**src/rtl/ir_pd_pkg.sv**
```systemverilog
package ir_pd_pkg;
  localparam int TW     = 13;
  localparam int CODE_W = 32;
  localparam int LW     = $clog2(CODE_W);
  localparam int DIVW   = 12;
  localparam int AW     = 3;
  localparam int DW     = 32;
  localparam int SW     = 4;

  localparam logic [AW-1:0] A_TICK   = 3'd0;
  localparam logic [AW-1:0] A_LMARK  = 3'd1;
  localparam logic [AW-1:0] A_LSPACE = 3'd2;
  localparam logic [AW-1:0] A_RSPACE = 3'd3;
  localparam logic [AW-1:0] A_BIT0   = 3'd4;
  localparam logic [AW-1:0] A_BIT1   = 3'd5;
  localparam logic [AW-1:0] A_FMAX   = 3'd6;
  localparam logic [AW-1:0] A_CTRL   = 3'd7;

  localparam int WIN_HI_LSB = 16;
  localparam int C_MSB  = 8;
  localparam int C_HOLD = 9;
  localparam int C_B1EN = 10;
  localparam int C_EN   = 12;
  localparam int C_SRST = 16;

  localparam int S_VALID = 3;
  localparam int S_DERR  = 2;
  localparam int S_CERR  = 1;
  localparam int S_REP   = 0;

  typedef enum logic [1:0] {ST_IDLE, ST_LMARK, ST_LSPACE, ST_BITS} dec_state_e;

  typedef struct packed {
    logic [TW-1:0] hi;
    logic [TW-1:0] lo;
  } win_t;

  typedef struct packed {
    logic [DIVW-1:0] tick_n;
    win_t            lmark;
    win_t            lspace;
    win_t            rspace;
    win_t            bit0;
    win_t            bit1;
    logic [TW-1:0]   fmax;
    logic [LW-1:0]   len_m1;
    logic            msb;
    logic            hold;
    logic            bit1_en;
    logic            enable;
  } cfg_t;

  function automatic logic in_win(input logic [TW-1:0] v, input win_t w);
    return (v >= w.lo) && (v <= w.hi);
  endfunction
endpackage

```
**src/rtl/ir_pd_cfg.sv**
```systemverilog
module ir_pd_cfg
  import ir_pd_pkg::*;
(
  input  logic          clk,
  input  logic          rst_n,
  input  logic          we,
  input  logic [AW-1:0] addr,
  input  logic [DW-1:0] wdata,
  output cfg_t          cfg,
  output logic          srst
);
  win_t wr_win;
  logic wdata_unused;

  assign wr_win       = '{hi: wdata[WIN_HI_LSB +: TW], lo: wdata[0 +: TW]};
  assign wdata_unused = ^wdata;

  always_ff @(posedge clk or negedge rst_n) begin
    if (!rst_n) begin
      cfg.tick_n  <= DIVW'(19);
      cfg.lmark   <= '{hi: TW'(500), lo: TW'(400)};
      cfg.lspace  <= '{hi: TW'(300), lo: TW'(200)};
      cfg.rspace  <= '{hi: TW'(150), lo: TW'(80)};
      cfg.bit0    <= '{hi: TW'(72),  lo: TW'(40)};
      cfg.bit1    <= '{hi: TW'(134), lo: TW'(90)};
      cfg.fmax    <= TW'(4000);
      cfg.len_m1  <= LW'(CODE_W - 1);
      cfg.msb     <= 1'b0;
      cfg.hold    <= 1'b0;
      cfg.bit1_en <= 1'b1;
      cfg.enable  <= 1'b1;
      srst        <= 1'b0;
    end else begin
      srst <= 1'b0;
      if (we) begin
        case (addr)
          A_TICK:   cfg.tick_n <= wdata[DIVW-1:0];
          A_LMARK:  cfg.lmark  <= wr_win;
          A_LSPACE: cfg.lspace <= wr_win;
          A_RSPACE: cfg.rspace <= wr_win;
          A_BIT0:   cfg.bit0   <= wr_win;
          A_BIT1:   cfg.bit1   <= wr_win;
          A_FMAX:   cfg.fmax   <= wdata[TW-1:0];
          A_CTRL: begin
            cfg.len_m1  <= wdata[LW-1:0];
            cfg.msb     <= wdata[C_MSB];
            cfg.hold    <= wdata[C_HOLD];
            cfg.bit1_en <= wdata[C_B1EN];
            cfg.enable  <= wdata[C_EN];
            srst        <= wdata[C_SRST];
          end
        endcase
      end
    end
  end
endmodule

```
**src/rtl/ir_pd_timebase.sv**
```systemverilog
module ir_pd_timebase
  import ir_pd_pkg::*;
#(
  parameter int CLKS_PER_US = 24
) (
  input  logic            clk,
  input  logic            rst_n,
  input  logic            run,
  input  logic [DIVW-1:0] tick_n,
  output logic            tick
);
  localparam int UW = (CLKS_PER_US > 1) ? $clog2(CLKS_PER_US) : 1;
  localparam logic [UW-1:0] US_LAST = UW'(CLKS_PER_US - 1);

  logic [UW-1:0]   us_cnt;
  logic [DIVW-1:0] t_cnt;
  logic            us_end;
  logic            t_end;

  assign us_end = (us_cnt == US_LAST);
  assign t_end  = (t_cnt >= tick_n);
  assign tick   = run && us_end && t_end;

  always_ff @(posedge clk or negedge rst_n) begin
    if (!rst_n) begin
      us_cnt <= '0;
      t_cnt  <= '0;
    end else if (!run) begin
      us_cnt <= '0;
      t_cnt  <= '0;
    end else begin
      us_cnt <= us_end ? '0 : us_cnt + 1'b1;
      if (us_end) t_cnt <= t_end ? '0 : t_cnt + 1'b1;
    end
  end

  AST_TICK_GAP: assert property (@(posedge clk) disable iff (!rst_n)
    (tick && tick_n != '0) |=> (!tick || tick_n == '0));
endmodule

```
**src/rtl/ir_pd_edge.sv**
```systemverilog
module ir_pd_edge (
  input  logic clk,
  input  logic rst_n,
  input  logic ir_n,
  output logic act_rise,
  output logic act_fall
);
  logic [2:0] line_q;

  always_ff @(posedge clk or negedge rst_n) begin
    if (!rst_n) line_q <= 3'b111;
    else        line_q <= {line_q[1:0], ir_n};
  end

  assign act_rise = !line_q[1] &&  line_q[2];
  assign act_fall =  line_q[1] && !line_q[2];
endmodule

```
**src/rtl/ir_pd_fsm.sv**
```systemverilog
module ir_pd_fsm
  import ir_pd_pkg::*;
(
  input  logic              clk,
  input  logic              rst_n,
  input  logic              clr,
  input  logic              tick,
  input  logic              rise,
  input  logic              fall,
  input  cfg_t              cfg,
  output logic              evt_frame,
  output logic              evt_rep,
  output logic [CODE_W-1:0] code
);
  dec_state_e    st;
  logic [TW-1:0] seg;
  logic [TW-1:0] frm;
  logic [LW-1:0] bcnt;
  logic [LW-1:0] idx;
  logic          is0, is1, bit_ok, overtime;

  always_comb begin
    is0      = in_win(seg, cfg.bit0);
    is1      = cfg.bit1_en ? in_win(seg, cfg.bit1) : 1'b1;
    bit_ok   = is0 || is1;
    idx      = cfg.msb ? (cfg.len_m1 - bcnt) : bcnt;
    overtime = (st != ST_IDLE) && (frm > cfg.fmax);
  end

  always_ff @(posedge clk or negedge rst_n) begin
    if (!rst_n) begin
      st <= ST_IDLE; seg <= '0; frm <= '0; bcnt <= '0; code <= '0;
      evt_frame <= 1'b0; evt_rep <= 1'b0;
    end else if (clr) begin
      st <= ST_IDLE; seg <= '0; frm <= '0; bcnt <= '0; code <= '0;
      evt_frame <= 1'b0; evt_rep <= 1'b0;
    end else begin
      evt_frame <= 1'b0;
      evt_rep   <= 1'b0;
      if (tick && seg != '1) seg <= seg + 1'b1;
      if (tick && frm != '1) frm <= frm + 1'b1;
      case (st)
        ST_IDLE: if (rise) begin
          st <= ST_LMARK; seg <= '0; frm <= '0; code <= '0;
        end
        ST_LMARK: if (fall) begin
          seg <= '0;
          st  <= in_win(seg, cfg.lmark) ? ST_LSPACE : ST_IDLE;
        end
        ST_LSPACE: if (rise) begin
          seg <= '0;
          if (in_win(seg, cfg.lspace)) begin
            st <= ST_BITS; bcnt <= '0;
          end else begin
            st <= ST_IDLE;
            if (in_win(seg, cfg.rspace)) evt_rep <= 1'b1;
          end
        end
        ST_BITS: if (rise) begin
          seg <= '0;
          if (bit_ok) begin
            code[idx] <= !is0;
            if (bcnt == cfg.len_m1) begin
              evt_frame <= 1'b1; st <= ST_IDLE;
            end else begin
              bcnt <= bcnt + 1'b1;
            end
          end else begin
            st <= ST_IDLE;
          end
        end
        default: st <= ST_IDLE;
      endcase
      if (overtime) begin
        st <= ST_IDLE; evt_frame <= 1'b0; evt_rep <= 1'b0;
      end
    end
  end

  AST_TIMEOUT_ABORT: assert property (@(posedge clk) disable iff (!rst_n)
    (overtime && !clr) |=> (st == ST_IDLE && !evt_frame));
  AST_REP_FROM_SPACE: assert property (@(posedge clk) disable iff (!rst_n)
    evt_rep |-> $past(st) == ST_LSPACE);
  AST_FRAME_FROM_BITS: assert property (@(posedge clk) disable iff (!rst_n)
    evt_frame |-> $past(st) == ST_BITS);
endmodule

```
**src/rtl/ir_pd_decoder.sv**
```systemverilog
module ir_pd_decoder
  import ir_pd_pkg::*;
#(
  parameter int CLKS_PER_US = 24
) (
  input  logic              clk,
  input  logic              rst_n,
  input  logic              ir_rx_n,
  input  logic              cfg_we,
  input  logic [AW-1:0]     cfg_addr,
  input  logic [DW-1:0]     cfg_wdata,
  output logic              out_valid,
  input  logic              out_ready,
  output logic [CODE_W-1:0] out_code,
  output logic [SW-1:0]     out_status,
  output logic              irq
);
  cfg_t              cfg;
  logic              srst, tick, rise, fall, clr;
  logic              evt_frame, evt_rep, accept, rd;
  logic              cust_err, data_err;
  logic [CODE_W-1:0] fcode;

  ir_pd_cfg u_cfg (
    .clk(clk), .rst_n(rst_n), .we(cfg_we), .addr(cfg_addr),
    .wdata(cfg_wdata), .cfg(cfg), .srst(srst)
  );

  ir_pd_timebase #(.CLKS_PER_US(CLKS_PER_US)) u_tb (
    .clk(clk), .rst_n(rst_n), .run(cfg.enable && !srst),
    .tick_n(cfg.tick_n), .tick(tick)
  );

  ir_pd_edge u_edge (
    .clk(clk), .rst_n(rst_n), .ir_n(ir_rx_n),
    .act_rise(rise), .act_fall(fall)
  );

  assign clr = srst || !cfg.enable;

  ir_pd_fsm u_fsm (
    .clk(clk), .rst_n(rst_n), .clr(clr), .tick(tick), .rise(rise),
    .fall(fall), .cfg(cfg), .evt_frame(evt_frame), .evt_rep(evt_rep),
    .code(fcode)
  );

  assign cust_err = fcode[15:8]  != ~fcode[7:0];
  assign data_err = fcode[31:24] != ~fcode[23:16];
  assign rd       = out_valid && out_ready;
  assign accept   = (evt_frame || evt_rep) && !(cfg.hold && out_valid && !out_ready);

  always_ff @(posedge clk or negedge rst_n) begin
    if (!rst_n) begin
      out_valid <= 1'b0; out_code <= '0; out_status <= '0; irq <= 1'b0;
    end else if (srst) begin
      out_valid <= 1'b0; out_code <= '0; out_status <= '0; irq <= 1'b0;
    end else begin
      irq <= accept;
      if (accept) begin
        out_valid <= 1'b1;
        if (evt_frame) begin
          out_code   <= fcode;
          out_status <= {1'b1, data_err, cust_err, 1'b0};
        end else begin
          out_status <= 4'b1001;
        end
      end else if (rd) begin
        out_valid  <= 1'b0;
        out_status <= '0;
      end
    end
  end

  AST_IRQ_SINGLE: assert property (@(posedge clk) disable iff (!rst_n)
    irq |=> !irq);
  AST_HOLD_KEEPS: assert property (@(posedge clk) disable iff (!rst_n)
    (cfg.hold && out_valid && !out_ready && !srst) |=> ($stable(out_code) && $stable(out_status)));
  AST_READ_CLEARS: assert property (@(posedge clk) disable iff (!rst_n)
    (rd && !evt_frame && !evt_rep && !srst) |=> (!out_valid && out_status == '0));
  AST_VALID_FLAG: assert property (@(posedge clk) disable iff (!rst_n)
    out_valid |-> out_status[S_VALID]);
endmodule

```
**config.mk**
```make
export PLATFORM = sky130hd
export DESIGN_NAME = ir_pd_decoder
export DESIGN_NICKNAME = d
export VERILOG_FILES = /design/src/rtl/ir_pd_pkg.sv /design/src/rtl/ir_pd_cfg.sv /design/src/rtl/ir_pd_timebase.sv /design/src/rtl/ir_pd_edge.sv /design/src/rtl/ir_pd_fsm.sv /design/src/rtl/ir_pd_decoder.sv
export SDC_FILE = /design/constraint.sdc
export NUM_CORES = 1
export LEC_CHECK = 0
export BUFFER_PORTS_ARGS = -buffer_cell sky130_fd_sc_hd__buf_4
export CAP_MARGIN = 20
export CORE_UTILIZATION = 62
export DETAILED_ROUTE_END_ITERATION = 7
export GPL_ROUTABILITY_DRIVEN = 0
export HOLD_SLACK_MARGIN = 0.05
export PLACE_DENSITY = 0.91
export SLEW_MARGIN = 20
export SYNTH_ARGS = -nofsm -noshare
export SYNTH_HDL_FRONTEND = slang
export SYNTH_SLANG_ARGS = --single-unit
```
**constraint.sdc**
```tcl
create_clock -name clk -period 3.8 [get_ports clk]
set_input_delay 1.14 -clock clk [delete_from_list [all_inputs] [get_ports clk]]
set_output_delay 1.14 -clock clk [all_outputs]
set_load 0.05 [all_outputs]
```
==> run summary, run 1 <==
The die outline area came out at about 27000 sq um. The number of vias after detailed routing came out at ~14000. The total of cells resized after clock tree synthesis came out at 0. Among all stages on the critical path, the largest delay is contributed by nor4_1. The initial antenna violation count came to 0.

The sequential cell area fraction in the yosys report came out at 0.449. The initial cell density of the core came out at 0.638. The deepest clock path buffer count is 3.

The first-iteration detailed-routing DRC count came out at 1261. The total power is between 8000 and 9000 uW. The first-pass GRT wire length is between 60000 and 70000 microns. The worst-margin pin slew is 1000 ps.

The critical path is of the reg -> reg type. Each instance of the synthesized netlist takes up on average 9.57 sq um. The antenna cell count is 0. The count of nets after finishing came out at around 2000. Synthesis instantiated 61 different standard cells from the library. The most used flip-flop cell after synthesis is dfrtp_1. The relative area change from synthesis to final layout came out at 12.6%.

Across the run, the number of max-cap violations was 0. The arrival time at the worst endpoint came out at about 3800 ps. The number of primary I/O pins came out at 78. Among cell families on the critical path, the largest total delay comes from compound AO/OA/AOI/OAI gates. The count of hold buffers inserted by post-cts repair is 0.

The total count of max-transition violations in the final report is 0. In this run the cell area measured after placement is approximately 17000 sq um. The via count of the first global-routing pass came out at around 14000. The per-cell via count in the routed design is between 6 and 7. The overflow left after global routing is 0. The number of standard-cell rows in the floorplan came out at 58.

Counting the buffers created by CTS gives 30. Counting instances, the worst hold path has a depth of 0. Setup repair after global routing left no endpoint under its margin. The path with the worst hold slack has its endpoint at u_edge.line_q[1].

The critical register-to-register path startpoint is u_fsm.bcnt[0]. The number of hold violations in the final report is 0. In the finished design, the share of the clock period the worst path needs comes to 0.893. Summed over all failing endpoints, the final setup total negative slack is 0 ps. The tree is rooted in a clkbuf_16. The count of port buffers added during placement came out at slightly above 70. For this run, the slowest stage of the critical path takes approximately 690 ps. The cell area after synthesis is 16300 sq um. The worst pin sits at a relative slew slack of 0.332.

The per-cell routed wire length is 19.9 microns. The HPWL after detailed placement is a little under 30000 microns. The clock-pin slew on the worst setup and hold paths came out at ~60 ps. The required time of the worst setup path is between 4000 and 5000 ps. For this run, the total global-route usage over all layers was measured as 0.326. Before antenna repair, the detailed router went through 5 iterations.

The worst min-delay path startpoint is u_edge.line_q[0]. For this design the static power due to leakage is ~0.0089 uW. The largest voltage drop on the vdd net came out at about 430 uV. The fraction of final layout cells sized beyond drive strength 1 came out at 0.169. In this run, synthesis produced a sequential element count of ~290. The floorplan core area came out at between 20000 and 30000 sq um. The time the final worst path needs with I/O delays and setup came out at about 3400 ps. The number of H-tree branching levels is 1. The internal reg-to-reg setup slack is between 400 and 500 ps. Traced cell by cell, the critical path runs through ha_1, inv_1, fa_1, a21o_1, a21oi_1, xnor2_1, o21a_1, nor4_1, a21oi_1, a21o_1, a22o_1. The buffer count from post-CTS setup fixing is 0.

The final routed wirelength across all metal layers came out at roughly 42000 microns. Once detail routing completed, the nets flagged for antenna violations numbered 0. From left edge to right edge, the die measures between 150 and 200 microns. The flow ran to the end, and the final reports show no timing, DRC or antenna violations. The number of remaining DRC errors is 0. The sort of element at the end of the critical path is a flop. Entering global routing, the biggest net connects 99 pins. The power density over the cells came out at approximately 450 nW/um^2. When the netlist entered floorplanning its net count stood at between 1500 and 2000. The clock insertion delay at the later pin of the skew report is 560 ps. The post-layout instance area is roughly 18000 sq um.

The y dimension of the die came out at ~160 microns. The endpoint of the most critical register-to-register path is u_fsm.code[11]. The share of flip-flops with an asynchronous set or reset came out at 1.00. The final setup slack of the worst path came out at between 400 and 500 ps. Setup violations remaining at the end of the flow were counted as 0. Along the worst path, the maximum fanout reaches 9.

The type of the tightest min-delay check is reg -> reg. The number of synthesized flops with an enable pin is 0. The worst-case setup slack after placement is between 500 and 600 ps.

The worst-case reg-to-reg path depth is 11. The tree built by TritonCTS fans out to 289 sinks. Timing would allow up to 295 MHz. The final worst hold slack is 354 ps. The Yosys step of the flow raised 0 warnings. The synthesized instance count is between 1500 and 2000. STA classifies the critical path startpoint as a flop. The worst setup skew after layout came out at 14.3 ps. The number of buffers and inverters on the critical path is 1.

TritonCTS built the clock tree.
==> worst register-to-register path, delay by kind of cell, from the launching register on <==
kind / cells / cell delay, ps
xor+xnor: 1 / 150
buf+inv: 1 / 70
fa+ha+maj: 2 / 630
compound gates: 6 / 1230
flops: 1 / 510
simple gates: 1 / 690
==> Yosys cell counts, types with 3 or more instances <==
library cell | count | area, sq um
a31o_2 | 4 | 35.0
or3_1 | 4 | 25.0
and4_1 | 7 | 61.3
and3_1 | 12 | 75.1
nor2_1 | 32 | 120
a21oi_1 | 169 | 846
a22o_1 | 11 | 96.3
a31oi_1 | 9 | 56.3
nor3b_1 | 5 | 37.5
a21o_1 | 45 | 338
nor4_1 | 7 | 43.8
o31a_1 | 3 | 26.3
dfrtp_1 | 237 | 5930
o211ai_1 | 8 | 60.1
a211oi_1 | 7 | 52.6
nor3_1 | 6 | 30.0
nor2b_1 | 15 | 93.8
or4_1 | 20 | 150
nand3_1 | 37 | 185
ha_1 | 164 | 2050
xnor2_1 | 6 | 52.6
clkbuf_1 | 62 | 233
o21a_1 | 6 | 45.0
mux2_2 | 80 | 901
a211o_1 | 3 | 26.3
dfstp_2 | 52 | 1370
a221oi_1 | 4 | 35.0
o22ai_1 | 26 | 163
o21ai_0 | 117 | 586
nand4b_1 | 5 | 43.8
nand2_1 | 219 | 822
o31ai_1 | 23 | 173
nand2b_1 | 14 | 87.6
or2_2 | 4 | 25.0
a21boi_0 | 4 | 30.0
xor2_1 | 17 | 149
and2_1 | 12 | 75.1
nand4_1 | 33 | 206
inv_1 | 185 | 694
==> worst max-delay path by stage <==
| stage | depth (start not counted) | from | endpoint |
|---|---|---|---|
| global route | 11 | u_fsm.bcnt[0] | u_fsm.code[11] |
| CTS | 11 | u_fsm.bcnt[0] | u_fsm.code[11] |
| finish | 11 | u_fsm.bcnt[0] | u_fsm.code[11] |
| global placement | 11 | u_fsm.bcnt[0] | u_fsm.code[19] |
| detailed placement | 11 | u_fsm.bcnt[0] | u_fsm.code[19] |
| floorplan | 10 | u_cfg.cfg[64] | u_fsm.code[11] |
==> routing by layer <==
metal / GRT usage / vias up / part of all wire
met5: 0 / - / 0
met4: 0.154 / 0 / 0.044
met3: 0.0712 / 160 / 0.094
met2: 0.530 / 653 / 0.47
met1: 0.414 / 6644 / 0.39
li1: - / 6131 / -
==> power by group <==
group / total (uW) / switching, uW / internal (uW)
clock: 2900 / 1200 / 1700
sequential: 3740 / 197 / 3550
combinational: 1640 / 997 / 643
==> flip-flops by register name, indices dropped and copies added (netlist names) <==
register	count
u_cfg.cfg	164
out_code	32
u_fsm.code	32
u_fsm.frm	13
u_fsm.seg	13
u_tb.t_cnt	12
u_fsm.bcnt	5
u_tb.us_cnt	5
out_status	3
u_edge.line_q	3
u_fsm.st	2
irq	1
out_valid	1
u_cfg.srst	1
u_fsm.evt_frame	1
u_fsm.evt_rep	1
==> layout make-up <==
| class | count | area (sq um) |
|---|---|---|
| Timing Repair Buffer | 114 | 888 |
| Tap cell | 330 | 413 |
| Fill cell | 1692 | 7180 |
| Multi-Input combinational cell | 1159 | 8040 |
| Sequential cell | 289 | 7300 |
| Clock buffer | 51 | 881 |
| Inverter | 186 | 698 |
| Clock inverter | 5 | 75.1 |
==> cell families (layout without fill, tap and decap cells) <==
family | after synthesis | after routing | synth area share
mux | 81 | 81 | 0.0560
simple gates | 435 | 435 | 0.129
flops | 289 | 289 | 0.449
fa+ha+maj | 165 | 165 | 0.127
compound gates | 455 | 455 | 0.167
xor+xnor | 23 | 23 | 0.0124
buf+inv | 251 | 356 | 0.0583
==> layout by cell type, fill, tap and decap left out, drive strengths merged, types with 8 or more instances in the layout <==
cell type / netlist / layout
inv: 185 / 185
nand2b: 14 / 14
o31ai: 23 / 23
o22ai: 26 / 26
dfstp: 52 / 52
and3: 12 / 12
nor2: 33 / 33
a31oi: 10 / 10
clkbuf: 62 / 51
and2: 12 / 12
ha: 164 / 164
nor2b: 15 / 15
o211ai: 8 / 8
nand2: 219 / 219
a22o: 11 / 11
nand4: 33 / 33
nand3: 37 / 37
dfrtp: 237 / 237
a21o: 45 / 45
buf: 3 / 114
a21oi: 169 / 169
mux2: 80 / 80
o21ai: 118 / 118
or4: 20 / 20
xor2: 17 / 17
==> through the flow <==
| step | std cells | utilization |
|---|---|---|
| finish | 2134 | 0.718 |
| global route | 2134 | 0.718 |
| CTS | 2134 | 0.718 |
| detailed placement | 2078 | 0.680 |
| global placement | 2078 | 0.680 |
| floorplan | 1699 | - |
(Power assumes the default switching activity.)
==> run 2, diff against run 1 <==
- ABC_AREA: not set -> 1
- CORE_UTILIZATION: 62 -> 63
- PLACE_DENSITY: 0.91 -> 0.92
==> run 2 against run 1 <==
The run now ends with design-rule violations left. Synthesized cell count grew 26%. Utilization up 0.23 points. Clock power is 11% higher. Worst setup slack worse by 150 ps. Critical endpoint is now u_fsm.code[21]. Largest cell class unchanged.
==> run summary, run 2 <==
The cell accounting for the most synthesized area was dfrtp_1 (unchanged). The count of port buffers added during placement came out at 71 (unchanged). The achievable frequency is 282 MHz (was 295 MHz).

The number of hold violations in the final report was 0 (unchanged). The worst hold path depth is 0 (unchanged). The worst-case reg-to-reg path depth came out at 10 (was 11). The buffer count from post-CTS setup fixing was 0 (unchanged). The multi-input gate area in the final layout was 8190 sq um (was 8040 sq um). The number of distinct standard cells referenced by the synthesized netlist is 46 (was 61). RSZ-0062 raised after global routing: false (unchanged). The y dimension of the die came out at 166 microns (was 164 microns). The type of the tightest min-delay check is reg -> reg (unchanged). The cell area after synthesis was 17000 sq um (was 16300 sq um). The synthesized flop and latch total is 289 (unchanged).

The die outline area came out at 27600 sq um (was 26900 sq um). The TritonCTS clock tree is built (unchanged). The final reports fail on design-rule violations. The final routed wirelength across all metal layers came out at 44300 microns (was 42400 microns).

The arrival time at the worst endpoint is 4050 ps (was 3830 ps). The post-layout instance area is 18900 sq um (was 18300 sq um). The category of the critical setup timing path is reg -> reg (unchanged).

The time the final worst path needs with I/O delays and setup is 3550 ps (was 3390 ps). The number of buffers created by CTS came out at 30 (unchanged). The highest metal layer with signal wires is met4 (unchanged). The number of maximum-capacitance violations came out at 0 (unchanged). The placed cell area came out at 17800 sq um (was 17300 sq um). The power density over the cells came to 459 nW/um^2 (was 453 nW/um^2). The top-area cell type share of the netlist area is 0.349 (was 0.365). The final cell count without fillers came to 2547 (was 2134).

The clock-pin slew on the worst setup and hold paths came out at 70 ps (was 60 ps). The clock insertion delay at the later pin of the skew report came out at 580 ps (was 560 ps). The clock root buffer was clkbuf_16 (unchanged). The top flip-flop cell by instance count after synthesis is dfrtp_1 (unchanged). The cell with the most instances after synthesis is nand2_1 (was dfrtp_1). The cell count after placement came out at 2491 (was 2078). The sort of element at the end of the critical path is a flop (unchanged). The total count of max-transition violations in the final report came out at 0 (unchanged).

The relative area change from synthesis to final layout came out at 11.5% (was 12.6%). The TritonCTS sink count is 289 (unchanged). The first-iteration detailed-routing DRC count came out at 1409 (was 1261).

The layout filler cell count was 1794 (was 1692). The required time of the worst setup path is 4310 ps (was 4240 ps). The worst relative slew slack was 0.337 (was 0.332). The total of cells resized after clock tree synthesis came out at 0 (unchanged). The number of synthesized flops with an enable pin is 0 (unchanged). The horizontal extent of the die is 166 microns (was 164 microns). The routed length on met2 is 20700 microns (was 20000 microns).

The fraction of final layout cells sized beyond drive strength 1 is 0.108 (was 0.169). The detailed placer's ending HPWL came out at 29700 microns (was 29000 microns). The deepest clock path buffer count came to 3 (unchanged). The total negative setup slack came to 0 ps (unchanged). The final critical-path share of the clock period came out at 0.934 (was 0.893).

The worst setup skew after layout is 13.6 ps (was 14.3 ps). The final setup slack of the worst path is 252 ps (was 406 ps). The leading cell type in the layout, fill and taps excluded was nand2_1 (was dfrtp_1). The number of primary I/O pins is 78 (unchanged).

The register ranked first by flip-flop count is u_cfg.cfg (unchanged). The worst-case setup slack after placement was 585 ps (was 527 ps). The largest voltage drop on the vdd net is 352 uV (was 430 uV). The initial cell density of the core is 0.646 (was 0.638). The worst-margin pin slew came to 994 ps (was 1000 ps). The via count of the first global-routing pass is 15000 (was 13700).

The floorplan core area is 26300 sq um (was 25500 sq um). Result of the run: finished, violations left (was completed). The critical register-to-register path startpoint was u_fsm.seg[8] (was u_fsm.bcnt[0]). The mean instance size in the synthesized netlist is 7.96 sq um (was 9.57 sq um).

The per-cell routed wire length came out at 17.4 microns (was 19.9 microns). Largest registers: u_cfg.cfg x164, out_code x32, u_fsm.code x32 (unchanged). The total iterations of the first detailed-routing run is 8 (was 5). The pin count of the biggest net entering global routing came out at 78 (was 99). The number of standard-cell rows in the floorplan is 59 (was 58). The internal reg-to-reg setup slack is 250 ps (was 410 ps). The flip-flop count of the largest register after layout came out at 164 (unchanged). The number of routed nets with antenna violations came out at 0 (unchanged). The overflow left after global routing is 0 (unchanged).

The count of hold buffers inserted by post-cts repair is 0 (unchanged). The initial antenna violation count came out at 0 (unchanged). The worst min-delay path startpoint is u_edge.line_q[0] (unchanged). The sum of met3 wire segment lengths after detailed routing is 3740 microns (was 3970 microns). The number of nets produced by synthesis is 2338 (was 1904). The combined flip-flop and latch cell area came out at 7300 sq um (unchanged). The routed metal-1 wirelength is 17400 microns (was 16500 microns).

The count of synthesis-stage warnings from yosys is 0 (unchanged). The share of flip-flops with an asynchronous set or reset is 1.00 (unchanged). The number of vias after detailed routing came out at 15200 (was 13600). The first-pass GRT wire length came out at 73600 microns (was 68700 microns). The sequential cell area fraction in the yosys report is 0.430 (was 0.449). The synthesized instance count is 2133 (was 1699).

The type of origin of the critical path is a flop (unchanged). The largest fanout on the critical path is 32 (was 9). Commonest cells post-synth: nand2_1 (553), inv_1 (308), dfrtp_1 (237) (was dfrtp_1 (237), nand2_1 (219), inv_1 (185)). The sink of the worst hold path is u_edge.line_q[1] (unchanged). The count of nets after finishing is 2393 (was 1985).

Most frequent cells in the layout: nand2_1 (552), inv_1 (308), dfrtp_1 (237) (was dfrtp_1 (237), nand2_1 (218), inv_1 (185)). The number of setup violations in the final report came out at 0 (unchanged). The per-cell via count in the routed design came to 5.98 (was 6.37). The number of remaining DRC errors came out at 7 (was 0).

The number of H-tree branching levels is 1 (unchanged). The leakage power came out at 0.0101 uW (was 0.00895 uW). The combined global-route utilization of all metal layers is 0.328 (was 0.326).

The endpoint of the most critical register-to-register path is u_fsm.code[21] (was u_fsm.code[11]). The antenna cell count was 0 (unchanged). Synth top area cells: dfrtp_1 (35%), nand2_1 (12%), ha_1 (12%) (was dfrtp_1 (36%), ha_1 (13%), dfstp_2 (8.4%)).
-- run 2: changes by cell type in the layout (fill, tap and decap cells not counted), moves of 25 or more --
| cell | delta |
|---|---|
| o21ai_0 | +95 |
| inv_1 | +123 |
| o22ai_1 | -25 |
| nor2_1 | +66 |
| mux2_2 | -80 |
| nand3_1 | +64 |
| a21oi_1 | -88 |
| a21o_1 | -45 |
| nand4_1 | +78 |
| nand2_1 | +334 |
-- run 2: per-layer routing --
metal	up-vias	global-route usage
met5	-	0
met4	0	0.174
met1	7163	0.422
met2	745	0.538
met3	214	0.0479
li1	7109	-
-- run 2: area by class of cell --
class,count,share of cell area
Sequential cell,289,0.385
Tap cell,335,0.0221
Clock inverter,12,0.0104
Clock buffer,44,0.0472
Multi-Input combinational cell,1455,0.432
Inverter,318,0.0630
Timing Repair Buffer,94,0.0396
-- run 2: worst max path at each step --
stage               cells after the start  slack, ps    startpoint        endpoint
detailed placement                     12        580  u_fsm.seg[6]  u_fsm.code[30]
global route                           12         60  u_fsm.seg[6]   u_fsm.code[5]
global placement                       12        820  u_fsm.seg[8]  u_fsm.code[27]
floorplan                              12       1630  u_cfg.cfg[4]   u_fsm.code[5]
finish                                 10        250  u_fsm.seg[8]  u_fsm.code[21]
CTS                                    10        430  u_fsm.seg[8]  u_fsm.code[21]
-- run 2: logic make-up (layout without fill, tap and decap cells) --
| logic type | count (synthesis) | after routing | share of synthesized area |
|---|---|---|---|
| AND/OR/NAND/NOR | 927 | 927 | 0.239 |
| buffers and inverters | 389 | 468 | 0.0895 |
| AO/OA/AOI/OAI | 331 | 331 | 0.103 |
| flip-flops | 289 | 289 | 0.430 |
| adder cells (fa/ha/maj) | 165 | 165 | 0.122 |
| XOR/XNOR | 32 | 32 | 0.0165 |
-- run 2: worst max-delay path, stage by stage (launching register included) --
cell and delay, ps:
dfrtp_1 870, ha_1 410, a21oi_1 190, nand2_1 110, a21oi_1 210, nand3_1 280
nand2_1 250, nand4_2 680, nand4_1 320, nand2_1 70, nand2_1 70
-- run 2: through the flow --
step	power, uW	utilization	hold slack [ps]
2_1_floorplan	4930	-	345
5_1_grt	9100	0.721	367
3_5_place_dp	5440	0.679	353
4_1_cts	8670	0.720	363
3_3_place_gp	5300	0.678	347
6_report	8690	0.721	363
-- run 2: power breakdown --
part,total (uW),internal (uW),switching [uW]
sequential,3700,3500,208
combinational,1770,587,1180
clock,3220,1960,1260
total,8690,6050,2640
